<file path="src/rtl/cperr_pkg.sv">
package cperr_pkg;
  localparam int unsigned IO_ADDR_W = 16;
  localparam int unsigned IO_DATA_W = 8;
  localparam logic [IO_ADDR_W-1:0] CLEAR_PORT = 16'h00F0;
  localparam int unsigned SYNC_STAGES = 2;

  typedef enum logic [1:0] {
    HS_IDLE   = 2'd0,
    HS_PEND   = 2'd1,
    HS_IGNORE = 2'd2
  } hs_state_e;
endpackage

</file>
<file path="src/rtl/cperr_sync.sv">
module cperr_sync #(
  parameter int unsigned STAGES  = 2,
  parameter logic        RST_VAL = 1'b1
) (
  input  logic clk,
  input  logic rst_n,
  input  logic d_async,
  output logic q_sync
);
  localparam int unsigned LAST = STAGES - 1;

  logic [STAGES-1:0] chain_q;

  generate
    if (STAGES == 1) begin : g_one
      always_ff @(posedge clk or negedge rst_n) begin
        if (!rst_n) chain_q <= RST_VAL;
        else        chain_q <= d_async;
      end
    end else begin : g_many
      always_ff @(posedge clk or negedge rst_n) begin
        if (!rst_n) chain_q <= {STAGES{RST_VAL}};
        else        chain_q <= {chain_q[STAGES-2:0], d_async};
      end


      sync_shift_chk: assert property (@(posedge clk) disable iff (!rst_n)
        chain_q[LAST] == $past(chain_q[LAST-1]));
    end
  endgenerate

  assign q_sync = chain_q[LAST];
endmodule

</file>
<file path="src/rtl/cperr_port_decode.sv">
module cperr_port_decode #(
  parameter int unsigned          ADDR_W     = 16,
  parameter logic [ADDR_W-1:0]    MATCH_ADDR = 16'h00F0
) (
  input  logic              wr_valid,
  input  logic [ADDR_W-1:0] wr_addr,
  output logic              clr_hit
);
  assign clr_hit = wr_valid && (wr_addr == MATCH_ADDR);
endmodule

</file>
<file path="src/rtl/cperr_handshake.sv">
module cperr_handshake
  import cperr_pkg::*;
(
  input  logic clk,
  input  logic rst_n,
  input  logic enable,
  input  logic err_act,
  input  logic clr_hit,
  output logic irq_req,
  output logic ignore_n
);
  hs_state_e state_q, state_d;

  always_comb begin
    state_d = state_q;
    if (!enable) begin
      state_d = HS_IDLE;
    end else begin
      unique case (state_q)
        HS_IDLE:   if (err_act) state_d = HS_PEND;
        HS_PEND: begin
          if (!err_act)     state_d = HS_IDLE;
          else if (clr_hit) state_d = HS_IGNORE;
        end
        HS_IGNORE: if (!err_act) state_d = HS_IDLE;
        default:   state_d = HS_IDLE;
      endcase
    end
  end

  always_ff @(posedge clk or negedge rst_n) begin
    if (!rst_n) state_q <= HS_IDLE;
    else        state_q <= state_d;
  end

  assign irq_req  = (state_q == HS_PEND);
  assign ignore_n = (state_q != HS_IGNORE);


  ignore_needs_err_chk: assert property (@(posedge clk) disable iff (!rst_n)
    !ignore_n |-> $past(err_act));


  disable_clears_chk: assert property (@(posedge clk) disable iff (!rst_n)
    !enable |=> (irq_req == 1'b0 && ignore_n == 1'b1));


  clear_write_chk: assert property (@(posedge clk) disable iff (!rst_n)
    (enable && irq_req && err_act && clr_hit) |=> (!irq_req && !ignore_n));


  idle_write_chk: assert property (@(posedge clk) disable iff (!rst_n)
    (!irq_req && ignore_n) |=> ignore_n);


  raise_chk: assert property (@(posedge clk) disable iff (!rst_n)
    (enable && err_act && !irq_req && ignore_n) |=> irq_req);


  hold_ignore_chk: assert property (@(posedge clk) disable iff (!rst_n)
    (!ignore_n && enable && err_act) |=> !ignore_n);
endmodule

</file>
<file path="src/rtl/cperr_irq_ctrl.sv">
module cperr_irq_ctrl
  import cperr_pkg::*;
(
  input  logic                 clk,
  input  logic                 rst_n,
  input  logic                 copro_en,
  input  logic                 fpu_err_n,
  input  logic                 io_wr_valid,
  input  logic [IO_ADDR_W-1:0] io_wr_addr,
  input  logic [IO_DATA_W-1:0] io_wr_data,
  output logic                 irq13,
  output logic                 ignore_err_n
);
  logic err_n_sync;
  logic clr_hit;
  logic unused_wr_data;

  assign unused_wr_data = ^io_wr_data;

  cperr_sync #(
    .STAGES  (SYNC_STAGES),
    .RST_VAL (1'b1)
  ) u_sync (
    .clk     (clk),
    .rst_n   (rst_n),
    .d_async (fpu_err_n),
    .q_sync  (err_n_sync)
  );

  cperr_port_decode #(
    .ADDR_W     (IO_ADDR_W),
    .MATCH_ADDR (CLEAR_PORT)
  ) u_decode (
    .wr_valid (io_wr_valid),
    .wr_addr  (io_wr_addr),
    .clr_hit  (clr_hit)
  );

  cperr_handshake u_hs (
    .clk      (clk),
    .rst_n    (rst_n),
    .enable   (copro_en),
    .err_act  (!err_n_sync),
    .clr_hit  (clr_hit),
    .irq_req  (irq13),
    .ignore_n (ignore_err_n)
  );


  reset_state_chk: assert property (@(posedge clk)
    !rst_n |=> (!rst_n -> (!irq13 && ignore_err_n)));
endmodule

</file>
<file path="config.mk">
export PLATFORM = sky130hd
export DESIGN_NAME = cperr_irq_ctrl
export DESIGN_NICKNAME = d
export VERILOG_FILES = /design/src/rtl/cperr_pkg.sv /design/src/rtl/cperr_sync.sv /design/src/rtl/cperr_port_decode.sv /design/src/rtl/cperr_handshake.sv /design/src/rtl/cperr_irq_ctrl.sv
export SDC_FILE = /design/constraint.sdc
export NUM_CORES = 1
export LEC_CHECK = 0
export BUFFER_PORTS_ARGS = -buffer_cell sky130_fd_sc_hd__buf_2
export CORE_AREA = 10 10 47 49
export CTS_CLUSTER_DIAMETER = 50
export DETAILED_ROUTE_END_ITERATION = 10
export DIE_AREA = 0 0 57 59
export PLACE_DENSITY = 0.53
export SLEW_MARGIN = 25
export SYNTH_ARGS = -nofsm -noshare
export SYNTH_HDL_FRONTEND = slang
export SYNTH_SLANG_ARGS = --single-unit
</file>
<file path="constraint.sdc">
create_clock -name clk -period 3.25 [get_ports clk]
set_clock_uncertainty 0.15 [all_clocks]
set_input_delay 0.1625 -clock clk [delete_from_list [all_inputs] [get_ports clk]]
set_output_delay 0.1625 -clock clk [all_outputs]
set_load 0.02 [all_outputs]
</file>
==> impl_metrics.env <==
export IMPL_grt_overflow_total=0
export IMPL_holdPathEnd="u_hs.state_q[1]"
export IMPL_area_growth_pct=79.2
export IMPL_drt_pass1_iterations=2
export IMPL_cp_arrival_ns=0.99
export IMPL_criticalPathCategory="flip-flop to output port"
export IMPL_yosys_area_top_type="dfstp_2"
export IMPL_die_area_mm2=0.00336
export IMPL_htree_levels=1
export IMPL_syn_area_per_cell_um2=13.1
export IMPL_postRouteAntennaNets=0
export IMPL_finalSetupTns_ns=0
export IMPL_setup_viol=0
export IMPL_dp_hpwl_um=651
export IMPL_start_util=0.159
export IMPL_synth_compound_area_share=0.0562
export IMPL_post_cts_resized=0
export IMPL_reg2reg_to="u_hs.state_q[1]"
export IMPL_min_delay_start="io_wr_addr[2]"
export IMPL_layout_min_cycle_time_ns=1.30
export IMPL_fp_dieH_um=59
export IMPL_cts_root_buf="clkbuf_4"
export IMPL_path_buf_inv=1
export IMPL_synthAdderAreaFrac=0
export IMPL_setup_worst_path_start_class="flip-flop"
export IMPL_ys_seq_area_frac=0.461
export IMPL_synth_cell_type_count=14
export IMPL_relSlewSlack=0.822
export IMPL_worst_pin_slew_ns=0.267
export IMPL_viasPerCell=3.95
export IMPL_critPathTopFamily="flip-flops"
export IMPL_r2r_cells=3
export IMPL_tritoncts="done"
export IMPL_nets=75
export IMPL_ys_top_cells_by_area="dfstp_2, dfrtp_1, nor4b_2"
export IMPL_min_delay_path_depth=4
export IMPL_r2r_start="u_hs.state_q[0]"
export IMPL_rows=14
export IMPL_report_final_slew_viol_count=0
export IMPL_antenna_found_initial=0
export IMPL_hold_buffers=2
export IMPL_period_share=0.401
export IMPL_numClockSinks=4
export IMPL_synthSimpleGateAreaFrac=0.483
export IMPL_cp_max_fo=3
export IMPL_reg2reg_slack_ns=2.07
export IMPL_first_global_vias=271
export IMPL_num_vias=241
export IMPL_power_mw=0.141
export IMPL_clock_path_buffers=2
export IMPL_synth_xor_area_frac=0
export IMPL_clk_pin_slew_ns=0.04
export IMPL_clock_latency_ns=0.24
export IMPL_hold_viol_final=0
export IMPL_synth_ff_latch_count=4
export IMPL_cp_slowest_cell="dfrtp_1"
export IMPL_gp_congestion=0.731
export IMPL_syn_num_nets=46
export IMPL_netlist_instances=17
export IMPL_numCtsBuffers=3
export IMPL_critPathCaptureType="output port"
export IMPL_grtUsageTotal=0.0450
export IMPL_cap_violations=0
export IMPL_drt_iter0_markers=1
export IMPL_pin_count=31
export IMPL_totalWireLength_um=702
export IMPL_cellPowerDensity_mw_per_mm2=354
export IMPL_p_leak_nw=0.184
export IMPL_peakVddDrop_uv=166
export IMPL_synth_top_family_by_area="simple AND/OR/NAND/NOR gates"
export IMPL_rsz0062_at_grt="no"
export IMPL_max_stage_delay_ns=0.41
export IMPL_cp_required_ns=2.94
export IMPL_grt_pass1_wl_um=1140
export IMPL_synth_top_area_frac=0.236
export IMPL_cp_cell_sequence="and2b_1 -> buf_2"
export IMPL_antenna_cells=0
export IMPL_io_buffers=22
export IMPL_fmax_mhz=767
export IMPL_status="finished, final reports clean"
export IMPL_min_path_type="input port to flip-flop"
export IMPL_grt_max_degree=5
export IMPL_synthMuxAreaShare=0
export IMPL_drive_gt1_frac=0.689
export IMPL_wl_per_cell_um=11.5
export IMPL_synth_area_um2=223
export IMPL_yosys_warnings=0
export IMPL_die_x_um=57
export IMPL_coreArea_mm2=0.00140
export IMPL_route_detailed_drc=0
export IMPL_cts_setup_buffers=0
==> worst reg2reg max path, cell delays in order, from the launching register on <==
cell and delay [ns]:
dfrtp_1 0.39, nand2b_4 0.15, or3b_1 0.35, o21ai_1 0.08
==> routing by layer <==
layer / part of all wire / up-vias / global-route usage
li1: - / 123 / -
met1: 0.40 / 104 / 0.0404
met2: 0.49 / 14 / 0.0636
met3: 0.11 / 0 / 0.0429
met4: 0 / 0 / 0.0302
met5: 0 / - / 0
==> synth_stat cells (all sizes together) <==
| library cell | n |
|---|---|
| nor3b | 1 |
| and2b | 1 |
| nor4 | 1 |
| o21ai | 1 |
| nor4b | 2 |
| dfrtp | 2 |
| and4b | 1 |
| nand2 | 1 |
| nand3 | 1 |
| nand2b | 1 |
| o21a | 1 |
| or3b | 1 |
| dfstp | 2 |
| nand4b | 1 |
==> cell families (layout without fill, tap and decap cells) <==
logic type	count (synthesis)	in the layout
flops	4	4
buf+inv	0	28
compound gates	2	2
simple gates	11	11
==> stage by stage <==
| step | area, um2 | hold WS [ns] | utilization | instances | setup slack [ns] |
|---|---|---|---|---|---|
| 2_1_floorplan | 223 | -0.283 | - | 17 | 2.10 |
| 3_3_place_gp | 353 | -0.179 | 0.252 | 55 | 2.08 |
| 3_5_place_dp | 353 | -0.179 | 0.252 | 55 | 2.08 |
| 4_1_cts | 399 | 0.0557 | 0.285 | 61 | 1.93 |
| 5_1_grt | 399 | 0.0661 | 0.285 | 61 | 1.88 |
| 6_report | 399 | 0.0620 | 0.285 | 61 | 1.95 |
==> final cells by class <==
cell class                 instances  area [um2]
fill                             156        1000
timing repair buffer              24         130
multi-input combinational         13         120
sequential                         4         103
clock buffer                       4        26.3
tap                               16        20.0
==> worst max path at each step <==
stage,end,cells after the start,from
after CTS,irq13,2,u_hs.state_q[1]
after global placement,u_hs.state_q[1],3,u_hs.state_q[0]
after floorplan,u_hs.state_q[1],3,u_hs.state_q[0]
after detailed placement,u_hs.state_q[1],3,u_hs.state_q[0]
after global routing,irq13,2,u_hs.state_q[1]
final,irq13,2,u_hs.state_q[1]
==> sequential cells by signal (all words and copies together) (netlist names) <==
| name | flops |
|---|---|
| u_hs.state_q | 2 |
| u_sync.chain_q | 2 |
==> layout by cell type, fill, tap and decap left out, drive strengths merged, types with 2 or more instances in the layout <==
cell type / instances
buf: 22
clkbuf: 4
dfrtp: 2
dfstp: 2
dlygate4sd3: 2
nor4b: 2
==> power breakdown <==
| group | internal, mW | switching, mW | total (mW) |
|---|---|---|---|
| clock network | 0.0460 | 0.0202 | 0.0663 |
| logic | 0.0138 | 0.00729 | 0.0211 |
| registers | 0.0530 | 0.00102 | 0.0540 |
(Power assumes the default switching activity.)
